File: src/rtl/cal_pkg.sv
package cal_pkg;
    localparam int REG_W = 8;
    localparam int REG_N = 8;
    localparam int SEL_W = $clog2(REG_N);

    // Bits that carry a field, per register index.
    function automatic logic [7:0] reg_mask(input int idx);
        case (idx)
            1, 2:    return 8'h7F;
            3:       return 8'hBF;
            4:       return 8'h37;
            5:       return 8'h3F;
            6:       return 8'h1F;
            default: return 8'hFF;
        endcase
    endfunction

    function automatic logic [7:0] bcd_inc(input logic [7:0] v);
        if (v[3:0] >= 4'd9) return {v[7:4] + 4'd1, 4'd0};
        else                return {v[7:4], v[3:0] + 4'd1};
    endfunction

    function automatic logic is_leap(input logic [7:0] yr);
        logic [6:0] b;
        b = 7'(yr[7:4]) * 7'd10 + 7'(yr[3:0]);
        return (b % 7'd4) == 7'd0;
    endfunction

    function automatic logic [7:0] last_day(input logic [7:0] mon, input logic leap);
        case (mon)
            8'h02:                      return leap ? 8'h29 : 8'h28;
            8'h04, 8'h06, 8'h09, 8'h11: return 8'h30;
            default:                    return 8'h31;
        endcase
    endfunction
endpackage

File: src/rtl/cal_bcd_field.sv
module cal_bcd_field
    import cal_pkg::*;
#(
    parameter int           W   = 8,
    parameter logic [W-1:0] LO  = '0,
    parameter logic [W-1:0] HI  = W'(8'h59),
    parameter logic [W-1:0] RST = LO
) (
    input  logic         clk,
    input  logic         rst_n,
    input  logic         inc,
    input  logic         ld,
    input  logic [W-1:0] ld_val,
    output logic [W-1:0] value,
    output logic         carry
);
    logic at_top;

    assign at_top = (value >= HI);
    assign carry  = inc & ~ld & at_top;

    always_ff @(posedge clk) begin
        if (!rst_n)   value <= RST;
        else if (ld)  value <= ld_val;
        else if (inc) value <= at_top ? LO : W'(bcd_inc(8'(value)));
    end

    AST_FIELD_WRAP: assert property (@(posedge clk) disable iff (!rst_n)
        carry |=> (value == LO));
endmodule

File: src/rtl/cal_hour_field.sv
module cal_hour_field
    import cal_pkg::*;
(
    input  logic       clk,
    input  logic       rst_n,
    input  logic       inc,
    input  logic       ld,
    input  logic [7:0] ld_val,
    output logic [7:0] value,
    output logic       carry
);
    logic [7:0] h12, h24, hr_nxt;
    logic       day_wrap;

    always_comb begin
        h12      = {3'b000, value[4:0]};
        h24      = {2'b00, value[5:0]};
        hr_nxt   = value;
        day_wrap = 1'b0;
        if (value[7]) begin
            if (h12 == 8'h12) begin
                hr_nxt = {value[7:5], 5'h01};
            end else if (h12 == 8'h11) begin
                hr_nxt   = {2'b10, ~value[5], 5'h12};
                day_wrap = value[5];
            end else begin
                hr_nxt = {value[7:5], 5'b0} | (bcd_inc(h12) & 8'h1F);
            end
        end else begin
            if (h24 >= 8'h23) begin
                hr_nxt   = 8'h00;
                day_wrap = 1'b1;
            end else begin
                hr_nxt = bcd_inc(h24) & 8'h3F;
            end
        end
    end

    assign carry = inc & ~ld & day_wrap;

    always_ff @(posedge clk) begin
        if (!rst_n)   value <= 8'h00;
        else if (ld)  value <= ld_val;
        else if (inc) value <= hr_nxt;
    end

    AST_HR12_MERIDIEM: assert property (@(posedge clk) disable iff (!rst_n)
        (inc && !ld && value[7] && value[4:0] == 5'h11) |=> (value[5] != $past(value[5])));
    AST_HR12_NOON_TO_ONE: assert property (@(posedge clk) disable iff (!rst_n)
        (inc && !ld && value[7] && value[4:0] == 5'h12) |=> (value[4:0] == 5'h01 && $stable(value[5])));
    AST_HR24_MIDNIGHT: assert property (@(posedge clk) disable iff (!rst_n)
        (carry && !value[7]) |=> (value == 8'h00));
endmodule

File: src/rtl/cal_date_field.sv
module cal_date_field
    import cal_pkg::*;
(
    input  logic       clk,
    input  logic       rst_n,
    input  logic       inc,
    input  logic       ld,
    input  logic [7:0] ld_val,
    input  logic [7:0] month,
    input  logic [7:0] year,
    output logic [7:0] value,
    output logic       carry
);
    logic [7:0] last;
    logic       at_end;

    assign last   = last_day(month, is_leap(year));
    assign at_end = (value >= last);
    assign carry  = inc & ~ld & at_end;

    always_ff @(posedge clk) begin
        if (!rst_n)   value <= 8'h01;
        else if (ld)  value <= ld_val;
        else if (inc) value <= at_end ? 8'h01 : bcd_inc(value);
    end

    AST_DATE_ROLL: assert property (@(posedge clk) disable iff (!rst_n)
        carry |=> (value == 8'h01));
    AST_FEB_LEAP: assert property (@(posedge clk) disable iff (!rst_n)
        (inc && !ld && month == 8'h02 && value == 8'h28 && is_leap(year)) |=> (value == 8'h29));
endmodule

File: src/rtl/bcd_calendar_core.sv
module bcd_calendar_core
    import cal_pkg::*;
(
    input  logic                   clk,
    input  logic                   rst_n,
    input  logic                   tick_en,
    input  logic                   ld_en,
    input  logic [SEL_W-1:0]       ld_sel,
    input  logic [REG_W-1:0]       ld_byte,
    output logic [REG_N*REG_W-1:0] rd_image
);
    localparam int CHAIN_N = 3;

    logic [REG_N-1:0] hit;
    logic [7:0]       ld_val [REG_N];
    logic [7:0]       img    [REG_N];
    logic [CHAIN_N:0] chain_c;
    logic [1:0]       ctrl_q;
    logic [2:0]       dow_val;
    logic             osc_stop, day_c, dow_wrap, date_c, mon_c, yr_wrap;

    genvar k;
    generate
        for (k = 0; k < REG_N; k++) begin : g_ld
            assign hit[k]    = ld_en && (ld_sel == SEL_W'(k));
            assign ld_val[k] = ld_byte & reg_mask(k);
            assign rd_image[k*REG_W +: REG_W] = img[k];

            AST_ZERO_BITS: assert property (@(posedge clk) disable iff (!rst_n)
                (img[k] & ~reg_mask(k)) == 8'h00);
            AST_LOAD_OVERRIDES: assert property (@(posedge clk) disable iff (!rst_n)
                hit[k] |=> (img[k] == $past(ld_val[k])));
        end
    endgenerate

    assign osc_stop   = ctrl_q[1];
    assign chain_c[0] = tick_en & ~osc_stop;

    // hundredths, seconds, minutes: one ripple stage each
    generate
        for (k = 0; k < CHAIN_N; k++) begin : g_chain
            cal_bcd_field #(
                .W  (8),
                .LO (8'h00),
                .HI ((k == 0) ? 8'h99 : 8'h59),
                .RST(8'h00)
            ) u_fld (
                .clk   (clk),
                .rst_n (rst_n),
                .inc   (chain_c[k]),
                .ld    (hit[k]),
                .ld_val(ld_val[k]),
                .value (img[k]),
                .carry (chain_c[k+1])
            );
        end
    endgenerate

    cal_hour_field u_hour (
        .clk   (clk),
        .rst_n (rst_n),
        .inc   (chain_c[CHAIN_N]),
        .ld    (hit[3]),
        .ld_val(ld_val[3]),
        .value (img[3]),
        .carry (day_c)
    );

    cal_bcd_field #(.W(3), .LO(3'd1), .HI(3'd7), .RST(3'd1)) u_dow (
        .clk   (clk),
        .rst_n (rst_n),
        .inc   (day_c),
        .ld    (hit[4]),
        .ld_val(ld_val[4][2:0]),
        .value (dow_val),
        .carry (dow_wrap)
    );

    always_ff @(posedge clk) begin
        if (!rst_n)      ctrl_q <= 2'b00;
        else if (hit[4]) ctrl_q <= ld_val[4][5:4];
    end

    assign img[4] = {2'b00, ctrl_q, 1'b0, dow_val};

    cal_date_field u_date (
        .clk   (clk),
        .rst_n (rst_n),
        .inc   (day_c),
        .ld    (hit[5]),
        .ld_val(ld_val[5]),
        .month (img[6]),
        .year  (img[7]),
        .value (img[5]),
        .carry (date_c)
    );

    cal_bcd_field #(.W(8), .LO(8'h01), .HI(8'h12), .RST(8'h01)) u_month (
        .clk   (clk),
        .rst_n (rst_n),
        .inc   (date_c),
        .ld    (hit[6]),
        .ld_val(ld_val[6]),
        .value (img[6]),
        .carry (mon_c)
    );

    cal_bcd_field #(.W(8), .LO(8'h00), .HI(8'h99), .RST(8'h00)) u_year (
        .clk   (clk),
        .rst_n (rst_n),
        .inc   (mon_c),
        .ld    (hit[7]),
        .ld_val(ld_val[7]),
        .value (img[7]),
        .carry (yr_wrap)
    );

    AST_OSC_FREEZE: assert property (@(posedge clk) disable iff (!rst_n)
        (osc_stop && !ld_en) |=> $stable(rd_image));
    AST_DOW_WRAP: assert property (@(posedge clk) disable iff (!rst_n)
        dow_wrap |=> (img[4][2:0] == 3'd1));
    AST_YEAR_WRAP: assert property (@(posedge clk) disable iff (!rst_n)
        yr_wrap |=> (img[7] == 8'h00));
endmodule

File: config.mk
export PLATFORM = sky130hd
export DESIGN_NAME = bcd_calendar_core
export DESIGN_NICKNAME = d
export VERILOG_FILES = /design/src/rtl/cal_pkg.sv /design/src/rtl/cal_bcd_field.sv /design/src/rtl/cal_hour_field.sv /design/src/rtl/cal_date_field.sv /design/src/rtl/bcd_calendar_core.sv
export SDC_FILE = /design/constraint.sdc
export NUM_CORES = 1
export LEC_CHECK = 0
export BUFFER_PORTS_ARGS = -buffer_cell sky130_fd_sc_hd__buf_2
export CAP_MARGIN = 10
export CORE_UTILIZATION = 39
export DETAILED_ROUTE_END_ITERATION = 7
export SETUP_SLACK_MARGIN = 0.4
export SYNTH_ARGS = -nofsm -noshare
export SYNTH_HDL_FRONTEND = slang
export SYNTH_SLANG_ARGS = --single-unit
File: constraint.sdc
create_clock -name clk -period 5.6 [get_ports clk]
set_input_delay 0.56 -clock clk [delete_from_list [all_inputs] [get_ports clk]]
set_output_delay 0.56 -clock clk [all_outputs]
set_load 0.1 [all_outputs]
==> qor.yml, run 1 <==
timing:
  holdWs_ns: 0.466
  worst_pin_slew_ns: 0.932
  finalSetupTns_ns: 0
  period_share: 0.621
  slew_viol_final: 0
  setup_viol: 0
  slew_headroom: 0.373
  hold_viol: 0
  rsz0062_at_grt: "false"
  clock_skew_ns: 0.00930
  fin_crit_ns: 3.48
  fmax_mhz: 287
clocking:
  clkTransAtPathRegs_ns: 0.07
  cts_tree: "yes"
  clk_latency_ns: 0.35
  cts-htree-levels: 3
  cts_buffer_depth: 2
  cts_resized: 0
  cts_made_buffers: 9
  clock-root-buffer: "clkbuf_8"
  post_cts_buffers: 0
  cts.sinks: 60
  ctsHoldBuffers: 0
hold_path:
  hold_start: "ctrl_q[0]"
  whs_path_depth: 2
  worst_hold_path.endpoint: "ctrl_q[0]"
  min_path_type: "register to register"
pwr:
  p_per_area_nw_per_um2: 205
  vdd_drop_max_v: 0.000100
  cellLeakagePower_nw: 2.06
place:
  dpl_cell_area_um2: 4770
  gp_congestion: 0.894
  numPortBuffers: 74
  dp_hpwl_um: 9220
  dp.cells: 746
final_layout:
  diodes: 0
  fin_nets: 675
  final_layout_size_suffix_gt1_frac: 0.161
  fin_area_um2: 4940
  fillers: 1117
  stdcell_count: 762
  synthToLayoutAreaGrowth_pct: 14.6
global_routing:
  grt_use_total: 0.231
  grt_max_degree: 33
  grt_first_pass_wirelength_um: 20800
  antenna_found_initial: 0
  grt_pass1_vias: 4050
  overflow: 0
drt:
  wl_per_cell_um: 17.0
  detail_route.vias_per_cell: 5.89
  postRouteAntennaNets: 0
  drc: 0
  via_count: 4488
  dr.pass1.iters: 7
  wirelength_um: 12900
  drtIter0Drc: 276
floorplan:
  dieHeight_um: 107
  dieWidth_um: 107
  num_io_pins: 79
  floorplan.initialDensity: 0.399
  coreArea_um2: 10800
  fp.dieArea_um2: 11500
  core.rowCount: 38
synthesis:
  synth.most_common_cell: "dfxtp_1"
  ys_seq_area_frac: 0.279
  yosysTopAreaCell: "dfxtp_1"
  ys.flop_type: "dfxtp_1"
  synth_cells: 551
  synth-edff-count: 0
  ys_ff_latch: 60
  synth_top_cells_by_count: "dfxtp_1 (60), nand2_1 (53), ha_1 (43)"
  ys_types: 69
  synth_top_area_share: 0.279
  synthArstFlopShare: 0
  syn_area_um2: 4310
  synth.area.top_cells: "dfxtp_1 (28%), ha_1 (12%), a21oi_1 (4.9%), nand2_1 (4.6%), o21ai_0 (4.5%)"
  synth-warning-count: 0
  syn-mean-instance-area_um2: 7.82
critical_path:
  crit_chain: "inv_1 -> ha_1 -> o211ai_1 -> a21oi_1 -> a31oi_1 -> nor3_1 -> nor2_1 -> ha_1 -> nand3_1 -> a2bb2oi_1 -> a211o_1 -> or3_4 -> or4_1 -> a31oi_1"
  crit_path_max_incr_delay_ns: 0.53
  crit_path_end_kind: "register"
  reg2reg_setup_slack_ns: 2.12
  required_ns: 5.87
  crit_type: "register to register"
  rr_worst_depth: 14
  rr_startpoint: "u_month.value[0]"
  start_kind: "register"
  slowest_stage: "or4_1"
  cp_data_arrival_time_ns: 3.75
  r2r-end: "u_year.value[3]"
  cp_max_fo: 11
status:
  status: "finished clean"
flow_run:
  maxCapViolCount: 0
[layout by cell type, fill, tap and decap left out, types with 4 or more instances in the layout]
cell and count:
conb_1 4, nand3_1 26, nand4b_1 4, clkbuf_1 4, mux2i_1 12, a22oi_1 7, o31ai_1 12, and3_1 12
nand4_1 13, inv_1 32, a32oi_1 4, o211ai_1 7, buf_4 5, dfxtp_1 60, o21ai_0 39, ha_1 43
a21oi_1 42, nand2_1 53, nor3b_1 6, a221oi_1 4, clkbuf_8 10, a31oi_1 17, buf_2 74, nand2b_1 4
nor3_1 7, and2_1 6, nor2_1 39, nand3b_1 4, nor2b_1 9
[state kept, by name, summed over array words and instances, names as in the netlist]
| name | count |
|---|---|
| ctrl_q | 2 |
| g_chain.u_fld.value | 24 |
| u_date.value | 8 |
| u_dow.value | 3 |
| u_hour.value | 7 |
| u_month.value | 8 |
| u_year.value | 8 |
[per-stage QoR]
step	setup slack (ns)	power (W)	util
after global routing	1.91	0.00105	0.457
after global placement	2.29	0.000665	0.442
after CTS	2.16	0.00102	0.457
after detailed placement	2.19	0.000668	0.442
final	2.12	0.00101	0.457
after floorplan	1.49	0.000626	-
[critical path: cells and delay by family, from the launching register on]
family          cells  cell delay (ns)
fa+ha+maj           2             0.51
compound gates      6             1.01
simple gates        5             1.38
buf+inv             1             0.13
flops               1             0.38
[metal layers]
metal,track usage,part of all wire
met5,0,0
met4,0.0988,0.026
met3,0.0468,0.073
met2,0.357,0.45
met1,0.311,0.46
[worst max-delay path by stage]
stage / start / endpoint / slack [ns] / depth (start not counted)
after floorplan: u_month.value[0] / u_month.value[3] / 1.49 / 15
after global placement: u_month.value[0] / u_year.value[3] / 2.29 / 14
after detailed placement: u_month.value[0] / u_year.value[3] / 2.19 / 14
after CTS: u_month.value[0] / u_year.value[3] / 2.16 / 14
after global routing: u_month.value[0] / u_month.value[3] / 1.91 / 14
final: u_month.value[0] / u_year.value[3] / 2.12 / 14
[cells by family (layout without fill, tap and decap cells)]
kind of cell | count (synthesis) | count (layout) | share of synthesized area
multiplexers | 12 | 12 | 0.0279
AO/OA/AOI/OAI | 163 | 163 | 0.242
flip-flops | 60 | 60 | 0.279
XOR/XNOR | 4 | 4 | 0.00813
other | 1 | 4 | 0.000870
adder cells (fa/ha/maj) | 43 | 43 | 0.125
AND/OR/NAND/NOR | 208 | 208 | 0.258
buffers and inverters | 60 | 128 | 0.0587
[cell type report]
| class | instances | area (µm²) | share of cell area |
|---|---|---|---|
| Multi-Input combinational cell | 434 | 2870 | 0.581 |
| Sequential cell | 60 | 1200 | 0.243 |
| Timing Repair Buffer | 79 | 408 | 0.0826 |
| Tap cell | 140 | 175 | 0.0355 |
| Clock buffer | 14 | 153 | 0.0309 |
| Inverter | 33 | 124 | 0.0251 |
| Clock inverter | 2 | 10.0 | 0.00203 |
[where the power goes]
| part | internal [W] | leakage (nW) | switching, W |
|---|---|---|---|
| Combinational | 0.0000430 | 1.49 | 0.000160 |
| Clock | 0.000172 | 0.0844 | 0.000180 |
| Sequential | 0.000438 | 0.486 | 0.0000183 |
No activity file was read; power rests on OpenSTA's default activity.
==> inputs of run 2 (changes only) <==
--- a/config.mk
+++ b/config.mk
@@ -5,6 +5,7 @@
 export SDC_FILE = /design/constraint.sdc
 export NUM_CORES = 1
 export LEC_CHECK = 0
+export ABC_AREA = 1
 export BUFFER_PORTS_ARGS = -buffer_cell sky130_fd_sc_hd__buf_2
 export CAP_MARGIN = 10
 export CORE_UTILIZATION = 39
==> constraint.sdc (replaced) <==
create_clock -name clk -period 3.6 [get_ports clk]
set_input_delay 0.36 -clock clk [delete_from_list [all_inputs] [get_ports clk]]
set_output_delay 0.36 -clock clk [all_outputs]
set_load 0.1 [all_outputs]
==> qor.yml, run 2 <==
global_routing:
  grt_pass1_vias: 3876  # -4.3%
  grt_first_pass_wirelength_um: 19100  # -8.3%
  antenna_found_initial: 0  # unchanged
  grt_use_total: 0.212  # -0.0191
  grt_max_degree: 28  # -15%
  overflow: 0  # unchanged
final_layout:
  fin_nets: 757  # +12%
  layout_common_cells: "nand2_1 (131), inv_1 (92), buf_2 (74)"
  final_layout_size_suffix_gt1_frac: 0.173  # +0.0125
  diodes: 0  # unchanged
  synthToLayoutAreaGrowth_pct: 16.8
  largest_reg_flops: 24  # unchanged
  regMostFlops: "g_chain.u_fld.value"
  layout_commonest_cell: "nand2_1"
  fin_area_um2: 5000  # +1.3%
  fillers: 1091  # -2.3%
timing:
  fmax_mhz: 351  # +22%
  period_share: 0.792  # +0.171
  setup_ws_ns: 0.748  # -1.37 ns
  setup_viol: 0  # unchanged
  slew_viol_final: 0  # unchanged
  clock_skew_ns: 0.0116  # +0.00230 ns
  holdWs_ns: 0.336  # -0.130 ns
  hold_viol: 0  # unchanged
  finalSetupTns_ns: 0  # unchanged
  slew_headroom: 0.408  # +0.0351
  rsz0062_at_grt: "false"
  fin_crit_ns: 2.85  # -0.627 ns
  worst_pin_slew_ns: 0.884  # -0.0481 ns
hold_path:
  whs_path_depth: 3  # +1
  min_path_type: "input pin to register"
  hold_start: "ld_byte[7]"
clocking:
  cts-htree-levels: 3  # unchanged
  cts.sinks: 60  # unchanged
  post_cts_buffers: 0  # unchanged
  clk_latency_ns: 0.35  # about the same
  clock-root-buffer: "clkbuf_8"
  clkTransAtPathRegs_ns: 0.08  # about the same
  cts_resized: 0  # unchanged
  cts_buffer_depth: 2  # unchanged
  ctsHoldBuffers: 0  # unchanged
  cts_tree: "yes"
  cts_made_buffers: 9  # unchanged
place:
  dpl_cell_area_um2: 4800  # +0.52%
  numPortBuffers: 74  # unchanged
  dp_hpwl_um: 8820  # -4.3%
  gp_congestion: 0.850  # -4.9%
  place_ws_ns: 0.798  # -1.39 ns
synthesis:
  synthArstFlopShare: 0  # unchanged
  syn_area_um2: 4280  # -0.61%
  synth.area.top_cells: "dfxtp_1 (28%), ha_1 (13%), nand2_1 (11%), inv_1 (8.1%), nor2_1 (5.0%)"
  synth_top_area_share: 0.280  # +0.00171
  synth_top_cells_by_count: "nand2_1 (131), inv_1 (92), dfxtp_1 (60)"
  synth-edff-count: 0  # unchanged
  ys_ff_latch: 60  # unchanged
  synth_cells: 619  # +12%
  syn-mean-instance-area_um2: 6.92  # -12%
  synth-warning-count: 0  # unchanged
  ys.flop_type: "dfxtp_1"
  ys_seq_area_frac: 0.280  # +0.00171
  synth.most_common_cell: "nand2_1"
  ys_types: 46  # -33%
  yosysTopAreaCell: "dfxtp_1"
pwr:
  cellLeakagePower_nw: 2.33  # +13%
  p_per_area_nw_per_um2: 322  # +57%
  vdd_drop_max_v: 0.000166  # +65%
  power.total_w: 0.00161  # +59%
drt:
  postRouteAntennaNets: 0  # unchanged
  drtIter0Drc: 231  # -16%
  wirelength_um: 11700  # -9.8%
  wl_per_cell_um: 13.9  # -18%
  drc: 0  # unchanged
  dr.pass1.iters: 4  # -3
  via_count: 4267  # -4.9%
  detail_route.vias_per_cell: 5.08  # -14%
floorplan:
  core.rowCount: 37  # -2.6%
  fp.dieArea_um2: 11400  # -0.60%
  dieWidth_um: 107  # -0.30%
  floorplan.initialDensity: 0.409  # +0.0101
  coreArea_um2: 10500  # -3.1%
  dieHeight_um: 107  # -0.30%
  num_io_pins: 79  # unchanged
status:
  status: "finished clean"
critical_path:
  rr_worst_depth: 15  # +1
  crit_type: "register to register"
  cp_data_arrival_time_ns: 3.13  # -0.62 ns
  rr_startpoint: "u_month.value[0]"
  crit_path_end_kind: "register"
  crit_path_start: "u_month.value[0]"
  cp_max_fo: 6  # -5
  start_kind: "register"
  required_ns: 3.88  # -1.99 ns
flow_run:
  maxCapViolCount: 0  # unchanged
run 2: cell type report:
cell class / instances / area [µm²] / area share
clock buffer: 12 / 155 / 0.0310
clock inverter: 4 / 47.5 / 0.00950
inverter: 96 / 360 / 0.0720
multi-input combinational: 454 / 2670 / 0.533
sequential: 60 / 1200 / 0.241
tap: 136 / 170 / 0.0340
timing repair buffer: 78 / 400 / 0.0800
run 2: path summary, 6_finish.rpt:
kind / end / slack, ns
hold reg to reg: g_chain[2].u_fld.value[7] / 0.47
setup / recovery: u_date.value[3] / 0.75
setup reg to reg: u_date.value[3] / 0.75
hold / removal: u_hour.value[7] / 0.34
run 2: metal layers:
metal / share of wire / global-route usage / up-vias / wire length, µm
li1: - / - / 2193 / -
met1: 0.48 / 0.286 / 1957 / 5650
met2: 0.46 / 0.343 / 106 / 5330
met3: 0.049 / 0.0395 / 11 / 576
met4: 0.0099 / 0.0616 / 0 / 115
met5: 0 / 0 / - / 0
run 2: cells by family (layout without fill, tap and decap cells):
group                      after synthesis  after routing  synth area share
xor gates and xnor gates                17             17            0.0348
adders and majority gates               43             43             0.126
and+or+nand+nor                        275            275             0.299
DFF                                     60             60             0.280
AOI/OAI and AO/OA                      114            114             0.157
muxes                                    1              1           0.00234
buffers and inverters                  108            190            0.0999
other                                    1              4          0.000876
run 2: critical path, cell delays in order (launching register included):
cell and delay, ns:
dfxtp_2 0.35, inv_1 0.16, ha_1 0.19, inv_1 0.05
nor3_1 0.23, inv_1 0.11, o41ai_1 0.28, ha_1 0.20
nand2_1 0.05, nand2_1 0.07, nand2_1 0.05, a21oi_1 0.14
nand2_1 0.17, nor4_1 0.48, nand2_1 0.12, a31oi_1 0.14
run 2: report_power, final:
group	internal, W	switching (W)	total (W)
registers	0.000677	0.0000192	0.000696
clock network	0.000356	0.000296	0.000652
logic	0.0000516	0.000212	0.000264
total	0.00108	0.000528	0.00161
run 2: per-stage QoR:
stage / cells / utilization
after floorplan: 622 / -
after global placement: 824 / 0.459
after detailed placement: 824 / 0.459
after CTS: 840 / 0.478
after global routing: 840 / 0.478
final: 840 / 0.478
==> inputs of run 3 (changes only) <==
==> constraint.sdc (replaced) <==
create_clock -name clk -period 2.3 [get_ports clk]
set_input_delay 0.23 -clock clk [delete_from_list [all_inputs] [get_ports clk]]
set_output_delay 0.23 -clock clk [all_outputs]
set_load 0.1 [all_outputs]
==> qor.yml, run 3 (synthesized netlist as in run 2, its figures left out) <==
status:
  violations: "setup timing"
  status: "finished, violations left"
critical_path:
  slowest_stage: "dfxtp_4"
  required_ns: 2.55  # -1.33 ns
  cp_data_arrival_time_ns: 2.65  # -0.48 ns
  start_kind: "register"
  cp_max_fo: 7  # +1
  crit_buf_inv: 3  # unchanged
  crit_type: "register to register"
  crit_family: "simple AND/OR/NAND/NOR gates"
  crit_path_max_incr_delay_ns: 0.37  # -0.11 ns
  crit_path_end_kind: "register"
  crit_chain: "inv_4 -> ha_1 -> inv_2 -> nor2_2 -> a32oi_2 -> nand2_1 -> inv_1 -> ha_1 -> and3_4 -> nand4_1 -> nand2_4 -> nand4_4 -> nand2_8 -> nand3_1 -> nand2_1 -> nor2_1"
timing:
  rsz0062_at_grt: "true"
  setup_ws_ns: -0.0985  # -0.846 ns
  setup_viol: 22  # +22
  finalSetupTns_ns: -1.41  # -1.41 ns
  worst_pin_slew_ns: 0.590  # -0.294 ns
  slew_viol_final: 0  # unchanged
  clock_skew_ns: 0.0162  # +0.00456 ns
  fin_crit_ns: 2.40  # -0.454 ns
  slew_headroom: 0.605  # +0.196
  hold_viol: 0  # unchanged
  fmax_mhz: 417  # +19%
  period_share: 1.04  # +0.251
drt:
  via_count: 4676  # +9.6%
  wl_per_cell_um: 14.5  # +4.5%
  drtIter0Drc: 203  # -12%
  dr.pass1.iters: 5  # +1
  drc: 0  # unchanged
  detail_route.vias_per_cell: 5.14  # +1.3%
  wirelength_um: 13200  # +13%
  postRouteAntennaNets: 0  # unchanged
floorplan:
  coreArea_um2: 10500  # unchanged
  dieHeight_um: 107  # unchanged
  floorplan.initialDensity: 0.409  # unchanged
  core.rowCount: 37  # unchanged
  dieWidth_um: 107  # unchanged
  fp.dieArea_um2: 11400  # unchanged
  num_io_pins: 79  # unchanged
global_routing:
  overflow: 0  # unchanged
  grt_first_pass_wirelength_um: 20900  # +9.3%
  antenna_found_initial: 0  # unchanged
  grt_pass1_vias: 4334  # +12%
  grt_max_degree: 21  # -25%
  grt_use_total: 0.232  # +0.0201
place:
  dp_hpwl_um: 9200  # +4.3%
  place_ws_ns: -0.271  # -1.07 ns
  gp_congestion: 0.857  # +0.80%
  dpl_cell_area_um2: 5250  # +9.3%
  numPortBuffers: 74  # unchanged
  dp.cells: 854  # +3.6%
clocking:
  cts_buffer_depth: 2  # unchanged
  cts_made_buffers: 9  # unchanged
  ctsHoldBuffers: 0  # unchanged
  clock-root-buffer: "clkbuf_8"
  clk_latency_ns: 0.37  # +0.02 ns
  cts.sinks: 60  # unchanged
  cts_tree: "yes"
  cts-htree-levels: 3  # unchanged
  clkTransAtPathRegs_ns: 0.08  # about the same
final_layout:
  layout_commonest_cell: "nand2_1"
  fin_area_um2: 6250  # +25%
  regMostFlops: "g_chain.u_fld.value"
  layout_common_cells: "nand2_1 (105), buf_2 (74), inv_1 (71)"
  fillers: 986  # -9.6%
  diodes: 0  # unchanged
  fin_nets: 826  # +9.1%
  stdcell_count: 909  # +8.2%
  final_layout_size_suffix_gt1_frac: 0.440  # +0.267
  synthToLayoutAreaGrowth_pct: 45.9
  largest_reg_flops: 24  # unchanged
pwr:
  vdd_drop_max_v: 0.000299  # +81%
  p_per_area_nw_per_um2: 412  # +28%
  seqPwrFrac: 0.419  # -0.013
  p_switching_w: 0.000875  # +66%
  swShare: 0.340  # +0.0128
  clockPowerShare: 0.388  # -0.016
  pwr-share-comb: 0.193  # +0.029
  power.internal_w: 0.00170  # +57%
  cellLeakagePower_nw: 2.83  # +21%
hold_path:
  min_path_type: "input pin to register"
flow_run:
  maxCapViolCount: 0  # unchanged
==> run 3: cell types whose count changed in the layout (fill, tap and decap cells not counted), sizes merged <==
cell / change
buf: +68
clkbuf: -1
clkinv: +1
clkinvlp: -1
inv: +1
nand2: +1
==> run 3: final timing paths <==
kind,from,endpoint,slack (ns),depth (start not counted)
setup / recovery,u_month.value[1],u_year.value[4],-0.1,16
hold / removal,ld_byte[7],g_chain[0].u_fld.value[7],0.19,3
setup reg to reg,u_month.value[1],u_year.value[4],-0.1,16
hold reg to reg,g_chain[2].u_fld.value[7],g_chain[2].u_fld.value[7],0.48,2
==> run 3: final cells by class <==
type / instances / area [µm²] / area share
multi-input combinational: 455 / 3200 / 0.512
sequential: 60 / 1290 / 0.207
timing repair buffer: 146 / 1000 / 0.161
inverter: 96 / 390 / 0.0625
tap: 136 / 170 / 0.0272
clock buffer: 11 / 141 / 0.0226
clock inverter: 5 / 51.3 / 0.00821
==> run 3: power by group through the flow <==
stage	combinational (W)	clock [W]	sequential (W)
final	0.000496	0.000997	0.00108
after global routing	0.000529	0.00106	0.00108
after CTS	0.000466	0.00101	0.00108
after detailed placement	0.000435	0	0.00110
after global placement	0.000433	0	0.00110
after floorplan	0.000184	0	0.00125
==> run 3: metrics by stage <==
stage                util  hold WS, ns  total power, W
floorplan               -        0.358         0.00143
global placement    0.501        0.448         0.00154
detailed placement  0.501        0.449         0.00154
CTS                 0.558        0.185         0.00255
global route        0.597        0.174         0.00267
finish              0.597        0.190         0.00257
==> run 3: layer usage <==
layer / up-vias / GRT usage / part of all wire
met2: 120 / 0.376 / 0.48
li1: 2342 / - / -
met5: - / 0 / 0
met4: 0 / 0.103 / 0.027
met3: 33 / 0.0450 / 0.046
met1: 2181 / 0.299 / 0.45
==> run 3: repair_timing <==
item | 4_1_cts | 5_1_grt
setup endpoints to repair | 43 | 51
pin swaps | 38 | 40
gates resized for setup | 61 | 85
cloned | 0 | 1
buffers inserted | 24 | 14
==> run 3: worst register-to-register path, stage by stage, from the launching register on <==
cell and delay [ns]:
dfxtp_4 0.37, inv_4 0.07, ha_1 0.15, inv_2 0.06, nor2_2 0.11, a32oi_2 0.12, nand2_1 0.08, inv_1 0.04
ha_1 0.26, and3_4 0.20, nand4_1 0.14, nand2_4 0.18, nand4_4 0.17, nand2_8 0.16, nand3_1 0.08, nand2_1 0.07
nor2_1 0.04
